### src/rtl/perf_stack_pkg.sv
package perf_stack_pkg;
  typedef enum logic [1:0] {
    CMD_PASS  = 2'b00,
    CMD_FORCE = 2'b01,
    CMD_RAISE = 2'b10,
    CMD_RSVD  = 2'b11
  } pcmd_e;
endpackage

### src/rtl/slot_bank.sv
module slot_bank #(
  parameter int NUM_SLOTS = 4,
  parameter int LVL_W     = 7,
  localparam int SLOT_W   = (NUM_SLOTS > 1) ? $clog2(NUM_SLOTS) : 1
) (
  input  logic                       clk,
  input  logic                       rst,
  input  logic                       we,
  input  logic [SLOT_W-1:0]          waddr,
  input  logic [1:0]                 wcmd,
  input  logic [LVL_W-1:0]           wlvl,
  output logic [NUM_SLOTS*2-1:0]     cmd_flat,
  output logic [NUM_SLOTS*LVL_W-1:0] lvl_flat
);
  // Every slot is read at once by the fold, so storage lives in flops.
  for (genvar s = 0; s < NUM_SLOTS; s++) begin : g_slot
    logic [1:0]       cmd_q;
    logic [LVL_W-1:0] lvl_q;
    always_ff @(posedge clk) begin
      if (rst) begin
        cmd_q <= perf_stack_pkg::CMD_PASS;
        lvl_q <= '0;
      end else if (we && (int'(waddr) == s)) begin
        cmd_q <= wcmd;
        lvl_q <= wlvl;
      end
    end
    assign cmd_flat[s*2 +: 2]         = cmd_q;
    assign lvl_flat[s*LVL_W +: LVL_W] = lvl_q;
  end
endmodule

### src/rtl/stack_fold.sv
module stack_fold #(
  parameter int NUM_SLOTS = 4,
  parameter int LVL_W     = 7
) (
  input  logic                       clk,
  input  logic                       rst,
  input  logic [NUM_SLOTS*2-1:0]     cmd_flat,
  input  logic [NUM_SLOTS*LVL_W-1:0] lvl_flat,
  output logic [LVL_W-1:0]           result
);
  import perf_stack_pkg::*;

  logic [LVL_W-1:0] acc [NUM_SLOTS+1];
  assign acc[0] = '0;

  for (genvar s = 0; s < NUM_SLOTS; s++) begin : g_step
    logic [1:0]       c;
    logic [LVL_W-1:0] l;
    assign c = cmd_flat[s*2 +: 2];
    assign l = lvl_flat[s*LVL_W +: LVL_W];
    assign acc[s+1] = (c == CMD_FORCE) ? l :
                      ((c == CMD_RAISE) && (l > acc[s])) ? l : acc[s];
  end

  assign result = acc[NUM_SLOTS];

  // a forcing top slot decides the final level.
  assert_top_force_wins_R2: assert property (@(posedge clk) disable iff (rst)
    (cmd_flat[(NUM_SLOTS-1)*2 +: 2] == CMD_FORCE) |->
      (result == lvl_flat[(NUM_SLOTS-1)*LVL_W +: LVL_W]));
endmodule

### src/rtl/op_quantizer.sv
module op_quantizer #(
  parameter int LVL_W     = 7,
  parameter int NUM_OPS   = 4,
  parameter int PEAK_PCT  = 100,
  parameter int FLOOR_PCT = 50,
  localparam int IDX_W    = (NUM_OPS > 1) ? $clog2(NUM_OPS) : 1
) (
  input  logic [LVL_W-1:0] raw,
  output logic [IDX_W-1:0] idx
);
  function automatic int op_point(int k);
    return FLOOR_PCT + ((NUM_OPS - 1 - k) * (PEAK_PCT - FLOOR_PCT)) / (NUM_OPS - 1);
  endfunction

  // Points descend with the index, so the count of lower points that still
  // cover the raw level is the index of the lowest covering point.
  always_comb begin
    int cnt;
    cnt = 0;
    for (int k = 1; k < NUM_OPS; k++) begin
      if (int'(raw) <= op_point(k)) cnt++;
    end
    idx = IDX_W'(cnt);
  end
endmodule

### src/rtl/event_gate.sv
module event_gate (
  input  logic clk,
  input  logic rst,
  input  logic ev_open,
  input  logic ev_close,
  input  logic wr_fire,
  output logic pend_q,
  output logic in_event_q
);
  logic hold;
  assign hold = (in_event_q | ev_open) & ~ev_close;

  always_ff @(posedge clk) begin
    if (rst) begin
      in_event_q <= 1'b0;
      pend_q     <= 1'b0;
    end else begin
      in_event_q <= hold;
      pend_q     <= ev_close | (wr_fire & ~hold);
    end
  end

  // while an event stays open, no recompute gets scheduled.
  assert_hold_blocks_R4: assert property (@(posedge clk) disable iff (rst)
    (in_event_q && !ev_close) |=> !pend_q);
  // a close always schedules the batched recompute.
  assert_close_recompute_R5: assert property (@(posedge clk) disable iff (rst)
    ev_close |=> pend_q);
endmodule

### src/rtl/perf_stack_combiner.sv
module perf_stack_combiner #(
  parameter int NUM_SLOTS = 4,
  parameter int LVL_W     = 7,
  parameter int NUM_OPS   = 4,
  parameter int PEAK_PCT  = 100,
  parameter int FLOOR_PCT = 50,
  localparam int SLOT_W   = (NUM_SLOTS > 1) ? $clog2(NUM_SLOTS) : 1,
  localparam int IDX_W    = (NUM_OPS > 1) ? $clog2(NUM_OPS) : 1
) (
  input  logic              clk,
  input  logic              rst,
  input  logic              wr_valid,
  output logic              wr_ready,
  input  logic [SLOT_W-1:0] wr_slot,
  input  logic [1:0]        wr_cmd,
  input  logic [LVL_W-1:0]  wr_level,
  input  logic              ev_open,
  input  logic              ev_close,
  output logic [LVL_W-1:0]  perf_raw,
  output logic [IDX_W-1:0]  op_index,
  output logic              op_change
);
  logic                       ready_q;
  logic                       wr_fire;
  logic [NUM_SLOTS*2-1:0]     cmd_flat;
  logic [NUM_SLOTS*LVL_W-1:0] lvl_flat;
  logic [LVL_W-1:0]           fold_lvl;
  logic [IDX_W-1:0]           fold_idx;
  logic                       pend_q;
  logic                       in_event_q;
  logic [LVL_W-1:0]           raw_q;
  logic [IDX_W-1:0]           idx_q;
  logic                       chg_q;

  always_ff @(posedge clk) begin
    if (rst) ready_q <= 1'b0;
    else     ready_q <= 1'b1;
  end
  assign wr_ready = ready_q;
  assign wr_fire  = wr_valid & ready_q;

  slot_bank #(.NUM_SLOTS(NUM_SLOTS), .LVL_W(LVL_W)) u_bank (
    .clk(clk), .rst(rst), .we(wr_fire), .waddr(wr_slot),
    .wcmd(wr_cmd), .wlvl(wr_level), .cmd_flat(cmd_flat), .lvl_flat(lvl_flat)
  );

  stack_fold #(.NUM_SLOTS(NUM_SLOTS), .LVL_W(LVL_W)) u_fold (
    .clk(clk), .rst(rst), .cmd_flat(cmd_flat), .lvl_flat(lvl_flat), .result(fold_lvl)
  );

  op_quantizer #(.LVL_W(LVL_W), .NUM_OPS(NUM_OPS), .PEAK_PCT(PEAK_PCT),
                 .FLOOR_PCT(FLOOR_PCT)) u_quant (
    .raw(fold_lvl), .idx(fold_idx)
  );

  event_gate u_gate (
    .clk(clk), .rst(rst), .ev_open(ev_open), .ev_close(ev_close),
    .wr_fire(wr_fire), .pend_q(pend_q), .in_event_q(in_event_q)
  );

  always_ff @(posedge clk) begin
    if (rst) begin
      raw_q <= '0;
      idx_q <= IDX_W'(NUM_OPS - 1);
      chg_q <= 1'b0;
    end else if (pend_q) begin
      raw_q <= fold_lvl;
      idx_q <= fold_idx;
      chg_q <= (fold_idx != idx_q);
    end else begin
      chg_q <= 1'b0;
    end
  end

  assign perf_raw  = raw_q;
  assign op_index  = idx_q;
  assign op_change = chg_q;

  // the strobe marks a real index move, and every move carries it.
  assert_strobe_means_move_R8: assert property (@(posedge clk) disable iff (rst)
    op_change |-> (op_index != $past(op_index)));
  assert_move_has_strobe_R8: assert property (@(posedge clk) disable iff (rst)
    (op_index != $past(op_index)) |-> op_change);
  // the raw level only moves on a scheduled recompute.
  assert_raw_holds_R3: assert property (@(posedge clk) disable iff (rst)
    !pend_q |=> $stable(perf_raw));
  // low levels sit on the slowest point.
  assert_floor_clamp_R7: assert property (@(posedge clk) disable iff (rst)
    (int'(perf_raw) <= FLOOR_PCT) |-> (int'(op_index) == NUM_OPS - 1));
endmodule

### config.mk
export PLATFORM = sky130hd
export DESIGN_NAME = perf_stack_combiner
export DESIGN_NICKNAME = d
export VERILOG_FILES = /design/src/rtl/perf_stack_pkg.sv /design/src/rtl/slot_bank.sv /design/src/rtl/stack_fold.sv /design/src/rtl/op_quantizer.sv /design/src/rtl/event_gate.sv /design/src/rtl/perf_stack_combiner.sv
export SDC_FILE = /design/constraint.sdc
export NUM_CORES = 1
export LEC_CHECK = 0
export ABC_CLOCK_PERIOD_IN_PS = 10100
export BUFFER_PORTS_ARGS = -buffer_cell sky130_fd_sc_hd__buf_4
export CORE_MARGIN = 5
export CORE_UTILIZATION = 55
export DETAILED_ROUTE_END_ITERATION = 7
export HOLD_SLACK_MARGIN = 0.1
export PLACE_DENSITY = 0.74
export SETUP_SLACK_MARGIN = 0.2
export SLEW_MARGIN = 20
export SYNTH_ARGS = -nofsm -noshare
export SYNTH_HDL_FRONTEND = slang
export SYNTH_SLANG_ARGS = --single-unit
### constraint.sdc
create_clock -name clk -period 10.1 [get_ports clk]
set_input_delay 2.02 -clock clk [delete_from_list [all_inputs] [get_ports clk]]
set_output_delay 2.02 -clock clk [all_outputs]
set_load 0.03 [all_outputs]
# --- Yosys cells after proc, flatten, opt, wreduce, memory -nomap -nowiden ---
# Cells that the tools add are included.
op_classes:
  addsub: 2
  order_cmp: 7
  n_eq_ne: 12
  n_mux: 12
  bitwise: 8
  n_reduce_logical: 10
op_table:
  columns: ["cell", "n"]
  rows:
  - ["2-to-1 mux 7 bit", 8]
  - ["greater-than comparator 7 bit", 3]
  - ["<= comparator 7 bit (second input constant)", 2]
  - ["== test 2 bit (second input constant)", 6]
  - ["== test 2 x 1 -> 1 bit (second input constant)", 5]
  - ["logical AND 1 bit", 8]
  - ["greater-than comparator 7 x 1 -> 1 bit (second input constant)", 1]
  - ["<= comparator 7 x 6 -> 1 bit (second input constant)", 1]
  - ["2-to-1 mux 2 bit", 2]
  - ["AND 1 bit", 3]
  - ["NOT 1 bit", 3]
  - ["adder 1 x 1 -> 2 bit (second input constant)", 1]
  - ["adder 2 bit (second input constant)", 1]
  - ["zero test 2 bit", 1]
  - ["2-to-1 mux 1 bit", 2]
  - ["inequality test 2 bit", 1]
  - ["OR 1 bit", 2]
  - ["OR reduction 2 bit", 1]
totals:
  ff_bits: 49
  inputBits: 16
  out_inout_bits: 11
  word_cells: 65

# --- Depth between registers and ports, before layout ---
# Gate-level depths: netlist of run 1.
depth:
  ltp_word: 23
  ltp_mapped: 36

# --- Cells and area by module ---
# A second synthesis of run 1 with hierarchy kept.
hier_totals:
  hier_cells: 328
  area_unflattened_um2: 3120.5
modules_own_cells:
  columns: ["module", "n_inst", "cells_each", "area_each_um2"]
  rows:
  - ["slot_bank", 1, 131, 1455.1]
  - ["stack_fold", 1, 142, 1087.3]
  - ["perf_stack_combiner", 1, 36, 404.1]
  - ["op_quantizer", 1, 12, 107.6]
  - ["event_gate", 1, 7, 66.3]

# --- Worst setup path after synthesis of run 1 ---
# Ideal clock, no wire load.
synth_timing:
  path_kind: "register -> register"
  from: "register u_bank.g_slot[0].cmd_q[0]"
  to: "register chg_q (netlist: op_change)"
  t_arrival_ps: 7766
  path_slack_ps: 2218
  path_stages_with_launch: 35
  synth_period_minus_slack_ps: 7882
  cell_sequence: "dfxtp_1 xor2_2 buf_6 nand2_1 ha_1 nand3b_1 a41o_1 and4_1 nor3_1 nand2_1 o21ai_0 inv_1 ha_1 o221ai_1 nor4_1 mux2i_4 o41a_1 o21ai_0 buf_2 nor2_1 a21oi_1 inv_1 ha_1 nand2_1 or4b_2 mux2_2 o41ai_2 o211ai_2 or3_1 o211a_1 or2_1 ha_1 xnor2_1 a211o_1 and4_1"
synth_between:
  elab_chain_cells: 23
  elab_cells_between_ends: 26
synth_lines:
  columns: ["item", "line", "source"]
  rows:
  - ["from (decl)", "slot_bank.sv:17", "logic [1:0] cmd_q;"]
  - ["from (signal assigned)", "slot_bank.sv:21", "cmd_q <= perf_stack_pkg::CMD_PASS;"]
  - ["from (signal assigned)", "slot_bank.sv:24", "cmd_q <= wcmd;"]
  - ["== test 2 bit", "stack_fold.sv:22", "((c == CMD_RAISE) && (l > acc[s])) ? l : acc[s];"]
  - ["logical AND 1 bit", "stack_fold.sv:22", null]
  - ["2-to-1 mux 7 bit", "stack_fold.sv:22", null]
  - ["2-to-1 mux 7 bit *", "stack_fold.sv:21", "assign acc[s+1] = (c == CMD_FORCE) ? l :"]
  - ["greater-than comparator 7 bit", "stack_fold.sv:22", null]
  - ["logical AND 1 bit", "stack_fold.sv:22", null]
  - ["2-to-1 mux 7 bit *", "stack_fold.sv:22", null]
  - ["2-to-1 mux 7 bit *", "stack_fold.sv:21", null]
  - ["[... 7 more ...]", null, null]
  - ["2-to-1 mux 7 bit *", "stack_fold.sv:21", null]
  - ["<= comparator 7 bit", "op_quantizer.sv:21", "if (int'(raw) <= op_point(k)) cnt++;"]
  - ["2-to-1 mux 1 bit", "op_quantizer.sv:21", null]
  - ["adder 1 x 1 -> 2 bit", "op_quantizer.sv:21", null]
  - ["2-to-1 mux 2 bit", "op_quantizer.sv:21", null]
  - ["adder 2 bit", "op_quantizer.sv:21", null]
  - ["2-to-1 mux 2 bit *", "op_quantizer.sv:21", null]
  - ["inequality test 2 bit *", "perf_stack_combiner.sv:69", "chg_q <= (fold_idx != idx_q);"]
  - ["to (signal assigned)", "perf_stack_combiner.sv:69", null]
  - ["to (decl)", "perf_stack_combiner.sv:33", "logic chg_q;"]
# Mark *: on every way between the ends. The rest lies on a longest branch, timed or not.
# A chain may end at the register's enable or synchronous reset.

# --- Worst setup path after layout of run 1 ---
layout_timing:
  from: "register u_bank.g_slot[0].cmd_q[1]"
  to: "register chg_q (netlist: op_change)"
# The elaborated chain is that of the path after synthesis.

==> results of run 1 <==
-- area by class of cell --
type	instances	area [um2]
Clock buffer	6	82.58
Clock inverter	2	17.52
Fill cell	528	2297
Inverter	21	78.83
Multi-Input combinational cell	336	2105
Sequential cell	49	980.9
Tap cell	75	93.84
Timing Repair Buffer	26	195.2
-- power groups by stage --
| stage | Sequential, uW | Clock [uW] | Combinational [uW] |
|---|---|---|---|
| final | 206 | 122 | 55.3 |
| after global routing | 208 | 133 | 61.0 |
| after CTS | 206 | 124 | 55.2 |
| after detailed placement | 211 | 0 | 55.0 |
| after global placement | 211 | 0 | 54.0 |
| after floorplan | 212 | 0 | 36.4 |
-- metrics by stage --
stage,hold slack (ps),area [um2],power [uW],worst slack [ps],std cells
after CTS,469.7,3548,385.5,803.2,515
after global placement,442.6,3448,264.7,1047,507
after floorplan,431.7,3263,248.0,2218,429
after global routing,498.7,3553,401.4,331.2,515
after detailed placement,456.2,3448,265.8,839.0,507
final,470.6,3553,383.7,1012,515
-- kinds of logic after synthesis --
group / count (synthesis)
flip-flops: 49
XOR/XNOR: 14
adder cells (fa/ha/maj): 16
buffers and inverters: 44
AND/OR/NAND/NOR: 178
AO/OA/AOI/OAI: 114
multiplexers: 14
-- cell usage in the layout (no fill, tap or decap), types with 4 or more instances in the layout --
master / count
nand2_1: 96
mux2_2: 4
dfxtp_1: 49
or3_1: 4
o21ai_0: 8
mux2i_1: 9
o211ai_1: 4
a21oi_1: 53
nor2_1: 27
nor3_1: 8
inv_1: 21
nand2b_1: 6
ha_1: 12
clkbuf_8: 6
buf_4: 26
maj3_1: 4
xor2_1: 7
and2_1: 6
xnor2_1: 6
nor2b_1: 9
a211oi_1: 8
-- per-layer routing --
layer	vias up	GRT usage	routed length (um)
li1	1533	-	-
met5	-	0	0
met1	1449	0.3184	3900
met2	91	0.3506	3697
met3	12	0.02365	338
met4	0	0.06516	121
-- how the worst max path moves through the flow --
stage	from	to	slack, ps	cells past startpoint
global route	u_bank.g_slot[0].cmd_q[0]	op_change	330	32
floorplan	u_bank.g_slot[0].cmd_q[0]	op_change	2220	34
CTS	u_bank.g_slot[0].cmd_q[1]	op_change	800	32
detailed placement	u_bank.g_slot[0].cmd_q[0]	op_change	840	32
global placement	u_bank.g_slot[0].cmd_q[0]	op_change	1050	32
finish	u_bank.g_slot[0].cmd_q[1]	op_change	1010	32
-- critical path: cells and delay by family, from the launching register on --
family	cells	cell delay, ps
buffers and inverters	2	200
flip-flops	1	410
AND/OR/NAND/NOR	12	3280
multiplexers	2	460
adder cells (fa/ha/maj)	4	1390
XOR/XNOR	2	680
AO/OA/AOI/OAI	10	2570
-- flip-flops by register name (all words and copies together), names as in the netlist --
register             flops
u_bank.g_slot.lvl_q     28
u_bank.g_slot.cmd_q      8
perf_raw                 7
op_index                 2
op_change                1
u_gate.in_event_q        1
u_gate.pend_q            1
wr_ready                 1
==> summary.txt, run 1 <==
Setup path
  – CP Capture Type: flip-flop
  – Peak fanout along the critical path: 15
  – Max stage delay on crit path: 610 ps
  – Reg2reg start: u_bank.g_slot[0].cmd_q[1]
  – Critical Path RT: between 10,000 and 15,000 ps
  – Arrival time of the worst setup path: 9280 ps
  – CP max stage cell: or4b_2
  – Critical path class: reg2reg
  – Worst reg2reg endpoint: op_change
  – Most Frequent Cell on Critical Path: ha_1
  – Setup crit start kind: flip-flop
  – R2R depth: 32
  – R2r setup slk: 1010 ps

Synthesis
  – Count leader, synth: nand2_1
  – Unique masters post-synth: 66
  – Synth area leader: dfxtp_1
  – Post-synthesis mux area share: 0.04831
  – Async set-reset flop share out of synthesis: 0
  – Syn Nets: between 400 and 500
  – Xor/xnor share of the synthesized area: 0.03988
  – Top cell type's share of synthesized area: 0.3006
  – Ys Warns: 0
  – Adder-Cell Fraction of Synth Area: 0.05828
  – Post-synth top cells: nand2_1, a21oi_1, dfxtp_1, nor2_1, inv_1
  – #FFs+latches synth: 49
  – Top FF cell, synth: dfxtp_1
  – Synth Area in Compound Gates: 0.2412
  – Seq/Total Area, Yosys: 0.3006
  – Simple-gate share of the synthesized area: 0.2558
  – Number of synthesized flops with an enable pin: 0
  – Synth top area cells: dfxtp_1, nand2_1, a21oi_1
  – Post-Syn Area per Cell: 7.606 um2
  – Mapped Cells: 429
  – Post-Synthesis Cell Area: 3263 um2
  – Combinational family with the most area after synthesis: simple AND/OR/NAND/NOR gates

GRT
  – Remaining Overflow, GRT: 0
  – GR Util All Layers: 0.2220
  – Largest net degree at the start of global routing: 50
  – Vias in the first global route: roughly 2,800
  – First-pass GRT wire length: 13,630 um
  – Initial antenna violation count: 0

Min path
  – Worst Hold Endpoint: u_bank.g_slot[1].lvl_q[0]
  – Hold Crit Start: u_bank.g_slot[1].lvl_q[0]
  – Hold WC Path Type: reg2reg
  – Min-Delay Path Depth: 2

Floorplanning
  – FP Rows: 28
  – Die Span Y: 87.03 um
  – Placeable Area: 5851 um2
  – Die X: between 80 and 90 um
  – DIE AREA: 7573 um2
  – Initial Utilization: 0.5577
  – IO Pins: 27

STA
  – Final Max Slew Viols: 0
  – Final Hold Vio Count: 0
  – Fmax: about 0.11 GHz
  – Setup TNS: 0 ps
  – Worst-margin pin slew: about 900 ps
  – Slew headroom: 0.3928
  – Fin crit share: 0.8998
  – RSZ-0062 raised after global routing: false
  – Fin crit period: 9088 ps
  – Final setup fails: 0
  – Layout Skew: 7.058 ps

Layout
  – Area delta synth->final: 8.896%
  – Antenna Cells: 0
  – Post-layout util: 0.6074
  – Final #Nets: 467
  – Share of post-route cells with drive strength above 1: 0.1227

Routing
  – Post-DRT Antenna Nets: 0
  – DRC violations left: 0
  – Initial DRC count: 266
  – First drt pass iteration count: 5
  – Vias per std cell: 5.990
  – Routed Wire Length: about 8100 um
  – DR vias: 3,085
  – Drt wl/cell: approximately 16 um

Pwr
  – Worst VDD drop: 0.09507 mV
  – Sequential share of power: 0.538
  – Pint: 278.6 uW
  – Clock Power Share: 0.318
  – Combinational group share of total power: 0.144
  – PwrDens: around 110 nW/um2
  – Pleak: ~0.0014 uW
  – Switching portion of total power: 0.2739
  – Switching pwr: 105.1 uW

Clocking
  – Worst-skew pair later-pin latency: roughly 290 ps
  – CTS hold repair buffers: 0
  – CTS Buffer Depth: 2
  – TritonCTS clock tree: done
  – H-tree depth: 2
  – Clock root cell: clkbuf_8
  – Post-cts sizing count: 0
  – Post-CTS setup buffers: 0
  – Num Clock Sinks: 49
  – Number of CTS-inserted buffers: 5
  – Worst-path clk slew: 90 ps

Place
  – Dpl hpwl: 6284 um
  – RePlAce Congestion: between 0.8 and 0.9
  – IO buf count: 26

Flow run
  – Max-cap viol count: 0

Status
  – Status: complete, no violations
(Power assumes the default switching activity.)
==> inputs of run 2 (changes only) <==
--- a/config.mk
+++ b/config.mk
@@ -9,10 +9,12 @@
 export BUFFER_PORTS_ARGS = -buffer_cell sky130_fd_sc_hd__buf_4
 export CORE_MARGIN = 5
 export CORE_UTILIZATION = 55
+export CTS_BUF_LIST = sky130_fd_sc_hd__clkbuf_4
 export DETAILED_ROUTE_END_ITERATION = 7
 export HOLD_SLACK_MARGIN = 0.1
 export PLACE_DENSITY = 0.74
 export SETUP_SLACK_MARGIN = 0.2
+export SKIP_CTS_REPAIR_TIMING = 1
 export SLEW_MARGIN = 20
 export SYNTH_ARGS = -nofsm -noshare
 export SYNTH_HDL_FRONTEND = slang
==> run 2 against run 1 <==
Cell area decreased by 1.2%. Sequential cell count stayed put. Wire length up 1.2%. Global-route usage rose by 0.32 points. Final cell count did not move. Core utilization decreased by 0.71 points. Via count rose by 0.55%. Sequential share of layout area rose by 0.32 points. Setup slack improved by 22 ps. Fmax is 0.24% higher. First-iteration DRC count is 15% lower. Register-to-register slack gained 20 ps. Critical endpoint unchanged. Highest routed layer unchanged.
==> summary.txt, run 2 (synthesis results as in run 1) <==
Status
  – Status: complete, no violations

STA
  – Fin crit period: 9066 ps
  – RSZ-0062 raised after global routing: false
  – Fmax: 0.1103 GHz
  – Setup TNS: 0 ps
  – Final Max Slew Viols: 0
  – Slew headroom: 0.3996
  – Final setup fails: 0
  – Final Hold Vio Count: 0
  – Fin worst setup slack: between 1000 and 1500 ps
  – Hold_ws: 478.9 ps
  – Layout Skew: 11.12 ps
  – Fin crit share: 0.8977
  – Worst-margin pin slew: 893.7 ps

Place
  – IO buf count: 26
  – RePlAce Congestion: 0.8891
  – Dpl ws: 839.0 ps
  – Placement Cell Area: between 3000 and 4000 um2
  – Dpl hpwl: 6284 um

Layout
  – Register area: between 900 and 1000 um2
  – Multi-input logic area: 2105 um2
  – Max FFs per register: 28
  – Area delta synth->final: 7.630%
  – Most common cell after layout, fill and taps aside: nand2_1
  – Final #Nets: ~470
  – Antenna Cells: 0
  – Share of post-route cells with drive strength above 1: 0.1205
  – Commonest cells after routing, fill and taps aside: nand2_1, a21oi_1, dfxtp_1, nor2_1, buf_4
  – # fillers: approximately 540
  – Post-layout util: 0.6003
  – Largest Register: u_bank.g_slot.lvl_q
  – Final Cell Area: around 3500 um2

Setup path
  – Max stage delay on crit path: 610 ps
  – Arrival time of the worst setup path: 9340 ps
  – Critical path class: reg2reg
  – Most Frequent Cell on Critical Path: ha_1
  – Critical Path RT: 10,380 ps
  – Setup crit start kind: flip-flop
  – Worst reg2reg endpoint: op_change
  – Reg2reg start: u_bank.g_slot[0].cmd_q[1]
  – Peak fanout along the critical path: 15
  – R2R depth: 32
  – CP max stage cell: or4b_2
  – R2r setup slk: around 1000 ps
  – Crit. Startpoint: u_bank.g_slot[0].cmd_q[1]
  – Crit path to: op_change
  – CP Capture Type: flip-flop

Clocking
  – CTS Buffer Depth: 2
  – H-tree depth: 2
  – Num Clock Sinks: between 40 and 50
  – TritonCTS clock tree: done
  – Clock root cell: clkbuf_4
  – Worst-skew pair later-pin latency: 370 ps
  – Number of CTS-inserted buffers: 5
  – Worst-path clk slew: 150 ps

GRT
  – GR Util All Layers: 0.2252
  – Initial antenna violation count: 0
  – Vias in the first global route: 2,839
  – Remaining Overflow, GRT: 0
  – First-pass GRT wire length: 13,690 um
  – Largest net degree at the start of global routing: 50

Min path
  – Hold WC Path Type: reg2reg
  – Hold Crit Start: u_bank.g_slot[1].lvl_q[0]

Pwr
  – Combinational group share of total power: 0.157
  – Worst VDD drop: ~0.065 mV
  – Switching pwr: around 100 uW
  – Pint: 249.8 uW
  – Pleak: 0.001364 uW
  – Clock Power Share: 0.260
  – Sequential share of power: 0.584
  – PwrDens: 100.9 nW/um2
  – Switching portion of total power: 0.2950

Routing
  – DR vias: ~3,100
  – DRC violations left: 0
  – Initial DRC count: 225
  – Vias per std cell: 6.023
  – Drt wl/cell: 15.83 um
  – Post-DRT Antenna Nets: 0
  – Routed Wire Length: between 8000 and 9000 um
  – First drt pass iteration count: 5

Floorplanning
  – Die Span Y: 87.03 um
  – Initial Utilization: 0.5577
  – Placeable Area: 5851 um2
  – FP Rows: 28
  – DIE AREA: around 7600 um2
  – IO Pins: 27
  – Die X: 87.03 um

Flow run
  – Max-cap viol count: 0
==> run 2: cell types whose count changed in the layout (fill, tap and decap cells not counted), sizes merged <==
cell / delta
clkbuf: -1
clkinv: +1
==> run 2: how the worst min path moves through the flow <==
| stage | end | depth (start not counted) |
|---|---|---|
| 2_1_floorplan | u_bank.g_slot[0].lvl_q[0] | 2 |
| 3_3_place_gp | u_bank.g_slot[1].lvl_q[0] | 2 |
| 3_5_place_dp | u_bank.g_slot[1].lvl_q[0] | 2 |
| 4_1_cts | u_bank.g_slot[1].lvl_q[0] | 2 |
| 5_1_grt | u_bank.g_slot[1].cmd_q[0] | 2 |
| 6_report | u_bank.g_slot[1].lvl_q[0] | 2 |
==> run 2: per-stage QoR <==
| stage | total power [uW] | std cells |
|---|---|---|
| floorplan | 248.0 | 429 |
| global placement | 264.7 | 507 |
| detailed placement | 265.8 | 507 |
| CTS | 355.2 | 515 |
| global route | 371.5 | 515 |
| finish | 354.3 | 515 |
==> run 2: layer usage <==
layer,global-route usage,vias up,wire [um]
met5,0,-,0
met4,0.07365,0,133
met3,0.03217,12,365
met2,0.3506,95,3719
met1,0.3190,1461,3934
li1,-,1534,-
==> run 2: power groups by stage <==
stage	Combinational (uW)	Sequential, uW	Clock, uW
finish	55.5	207	92.0
global placement	54.0	211	0
CTS	55.2	207	93.5
detailed placement	55.0	211	0
floorplan	36.4	212	0
global route	61.0	208	103
==> run 2: worst max-delay path, delay by kind of cell, from the launching register on <==
family | cells | cell delay, ps
xor+xnor | 2 | 680
mux | 2 | 470
fa+ha+maj | 4 | 1380
flops | 1 | 420
compound gates | 10 | 2530
simple gates | 12 | 3310
buf+inv | 2 | 190
==> run 2: area by class of cell <==
cell class,instances,area share
flip-flops and latches,49,0.2793
clock buffers,5,0.01069
multi-input cells,336,0.5992
clock inverters,3,0.006056
well taps,75,0.02672
inverters,21,0.02244
repair buffers,26,0.05558
==> inputs of run 3 (changes only) <==
--- a/config.mk
+++ b/config.mk
@@ -5,11 +5,12 @@
 export SDC_FILE = /design/constraint.sdc
 export NUM_CORES = 1
 export LEC_CHECK = 0
+export ABC_AREA = 1
 export ABC_CLOCK_PERIOD_IN_PS = 10100
 export BUFFER_PORTS_ARGS = -buffer_cell sky130_fd_sc_hd__buf_4
 export CORE_MARGIN = 5
 export CORE_UTILIZATION = 55
-export CTS_BUF_LIST = sky130_fd_sc_hd__clkbuf_4
+export CTS_BUF_LIST = sky130_fd_sc_hd__clkbuf_4 sky130_fd_sc_hd__clkbuf_8
 export DETAILED_ROUTE_END_ITERATION = 7
 export HOLD_SLACK_MARGIN = 0.1
 export PLACE_DENSITY = 0.74
==> run 3 against run 2 <==
Sequential share of layout area rose by 0.31 points. Synthesized area fell by 3.9%. Register-to-register slack improved by 3200 ps. Combinational power rose by 74%. Critical endpoint unchanged. Largest power group unchanged. First-iteration DRC count rose by 26%. Global-route usage fell by 0.89 points. Clock skew fell by 5.1 ps. Setup slack improved by 3200 ps. Core utilization rose by 2.7 points. Critical path depth rose by 14. Fmax rose by 54%.
==> summary.txt, run 3 <==
Routing
  – Routed Wire Length: 7654 um
  – Vias per std cell: between 5 and 6
  – DRC violations left: 0
  – Post-DRT Antenna Nets: 0
  – Drt wl/cell: 13.55 um
  – DR vias: 3,016
  – Initial DRC count: 284
  – First drt pass iteration count: 5

Clocking
  – Worst-path clk slew: 80 ps
  – Worst-skew pair later-pin latency: 300 ps
  – Clock root cell: clkbuf_8
  – Num Clock Sinks: just under 50
  – Number of CTS-inserted buffers: 5
  – H-tree depth: 2
  – TritonCTS clock tree: done
  – CTS Buffer Depth: 2

Synthesis
  – Syn Nets: 501
  – Post-synth top cells: nand2_1, inv_1, nand3_1, dfxtp_1, o21ai_0
  – Async set-reset flop share out of synthesis: 0
  – Count leader, synth: nand2_1
  – Synth area leader: dfxtp_1
  – Post-Syn Area per Cell: 6.632 um2
  – Unique masters post-synth: 31
  – Number of synthesized flops with an enable pin: 0
  – Post-Synthesis Cell Area: 3137 um2
  – Top FF cell, synth: dfxtp_1
  – #FFs+latches synth: 49
  – Synth top area cells: dfxtp_1, nand2_1, inv_1
  – Top cell type's share of synthesized area: 0.3127
  – Seq/Total Area, Yosys: 0.3127
  – Ys Warns: 0
  – Mapped Cells: 473

Setup path
  – Setup crit start kind: flip-flop
  – Most Frequent Cell on Critical Path: nand2_1
  – Peak fanout along the critical path: 14
  – Critical Path RT: slightly above 10,000 ps
  – Arrival time of the worst setup path: 6110 ps
  – Reg2reg start: u_bank.g_slot[0].cmd_q[0]
  – Max stage delay on crit path: 410 ps
  – R2r setup slk: about 4200 ps
  – CP top delay family: simple AND/OR/NAND/NOR gates
  – Critical path buffer and inverter count: 7
  – CP Capture Type: flip-flop
  – Critical path class: reg2reg
  – CP max stage cell: dfxtp_1
  – Crit. Startpoint: u_bank.g_slot[0].cmd_q[0]

Pwr
  – Worst VDD drop: 0.09102 mV
  – Pleak: 0.001681 uW
  – PwrDens: approximately 130 nW/um2
  – Total power: 452.1 uW

Place
  – Dpl hpwl: ~6000 um
  – RePlAce Congestion: around 0.94
  – IO buf count: 26

STA
  – Fin crit share: 0.5845
  – Final Hold Vio Count: 0
  – Worst-margin pin slew: 614.4 ps
  – Slew headroom: 0.5898
  – Fin crit period: 5903 ps
  – Layout Skew: around 6 ps
  – RSZ-0062 raised after global routing: false
  – Final Max Slew Viols: 0
  – Fmax: 0.1694 GHz
  – Final setup fails: 0
  – Setup TNS: 0 ps

Floorplanning
  – Die X: 85.52 um
  – Placeable Area: 5540 um2
  – Initial Utilization: 0.5662
  – DIE AREA: 7314 um2
  – Die Span Y: 85.52 um
  – FP Rows: 27
  – IO Pins: 27

GRT
  – First-pass GRT wire length: 12,670 um
  – GR Util All Layers: 0.2163
  – Remaining Overflow, GRT: 0
  – Largest net degree at the start of global routing: 48
  – Initial antenna violation count: 0
  – Vias in the first global route: ~2,700

Min path
  – Hold Crit Start: u_bank.g_slot[1].cmd_q[0]
  – Hold WC Path Type: reg2reg

Layout
  – Post-layout util: 0.6269
  – Most common cell after layout, fill and taps aside: nand2_1
  – Antenna Cells: 0
  – Area delta synth->final: 10.73%
  – Final #Nets: 520
  – Max FFs per register: 28
  – Commonest cells after routing, fill and taps aside: nand2_1, inv_1, nand3_1, dfxtp_1, o21ai_0
  – Largest Register: u_bank.g_slot.lvl_q
  – Share of post-route cells with drive strength above 1: 0.1663
  – # fillers: 507

Flow run
  – Max-cap viol count: 0

Status
  – Status: complete, no violations
==> run 3: cell types whose count changed in the layout (fill, tap and decap cells not counted), moves of 15 or more <==
cell,before,now
o21ai_0,8,41
a21oi_1,53,38
nand2_2,0,17
inv_1,21,68
nand3_1,3,50
==> run 3: worst paths after layout <==
kind                                     to  cells past startpoint
setup / recovery                  op_change                     46
hold / removal    u_bank.g_slot[1].cmd_q[0]                      2
setup reg to reg                  op_change                     46
hold reg to reg   u_bank.g_slot[1].cmd_q[0]                      2
==> run 3: stage by stage <==
step,instance area [um2],cells,hold slack (ps),worst slack (ps)
6_report,3473,565,484.1,4197
3_5_place_dp,3353,557,468.2,4239
4_1_cts,3473,565,490.8,4192
2_1_floorplan,3137,473,441.5,4810
3_3_place_gp,3353,557,464.5,4379
5_1_grt,3473,565,513.5,3579
==> run 3: worst min-delay path, stage by stage, from the launching register on <==
cell     delay (ps)
dfxtp_1         300
inv_1            70
a21oi_1          60
==> run 3: kinds of logic (layout without fill, tap and decap cells) <==
kind of cell               after synthesis  in the layout  share of synthesized area
DFF                                     49             49                     0.3127
AOI/OAI and AO/OA                       96             96                     0.1675
and+or+nand+nor                        226            226                     0.3550
xor gates and xnor gates                 1              1                   0.005187
buffers and inverters                   89            109                     0.1117
adders and majority gates               12             12                    0.04786
==> run 3: cell type report <==
class / count / area, um2 / share of cell area
Timing Repair Buffer: 26 / 195.2 / 0.05620
Sequential cell: 49 / 980.9 / 0.2824
Clock inverter: 1 / 30.03 / 0.008646
Inverter: 75 / 281.5 / 0.08105
Multi-Input combinational cell: 335 / 1805 / 0.5198
Clock buffer: 7 / 90.09 / 0.02594
Tap cell: 72 / 90.09 / 0.02594
==> run 3: report_power, final <==
group          switching (uW)  total, uW  internal [uW]
Clock                    63.2        147           83.4
Combinational            61.0       96.5           35.5
Sequential               7.28        209            202
Total                     131        452            321
==> run 3: layer usage <==
layer / vias up / wire length [um] / track usage
met5: - / 0 / 0
met4: 0 / 184 / 0.08489
met3: 19 / 416 / 0.03939
met2: 94 / 3265 / 0.3249
met1: 1333 / 3788 / 0.3059
li1: 1570 / - / -
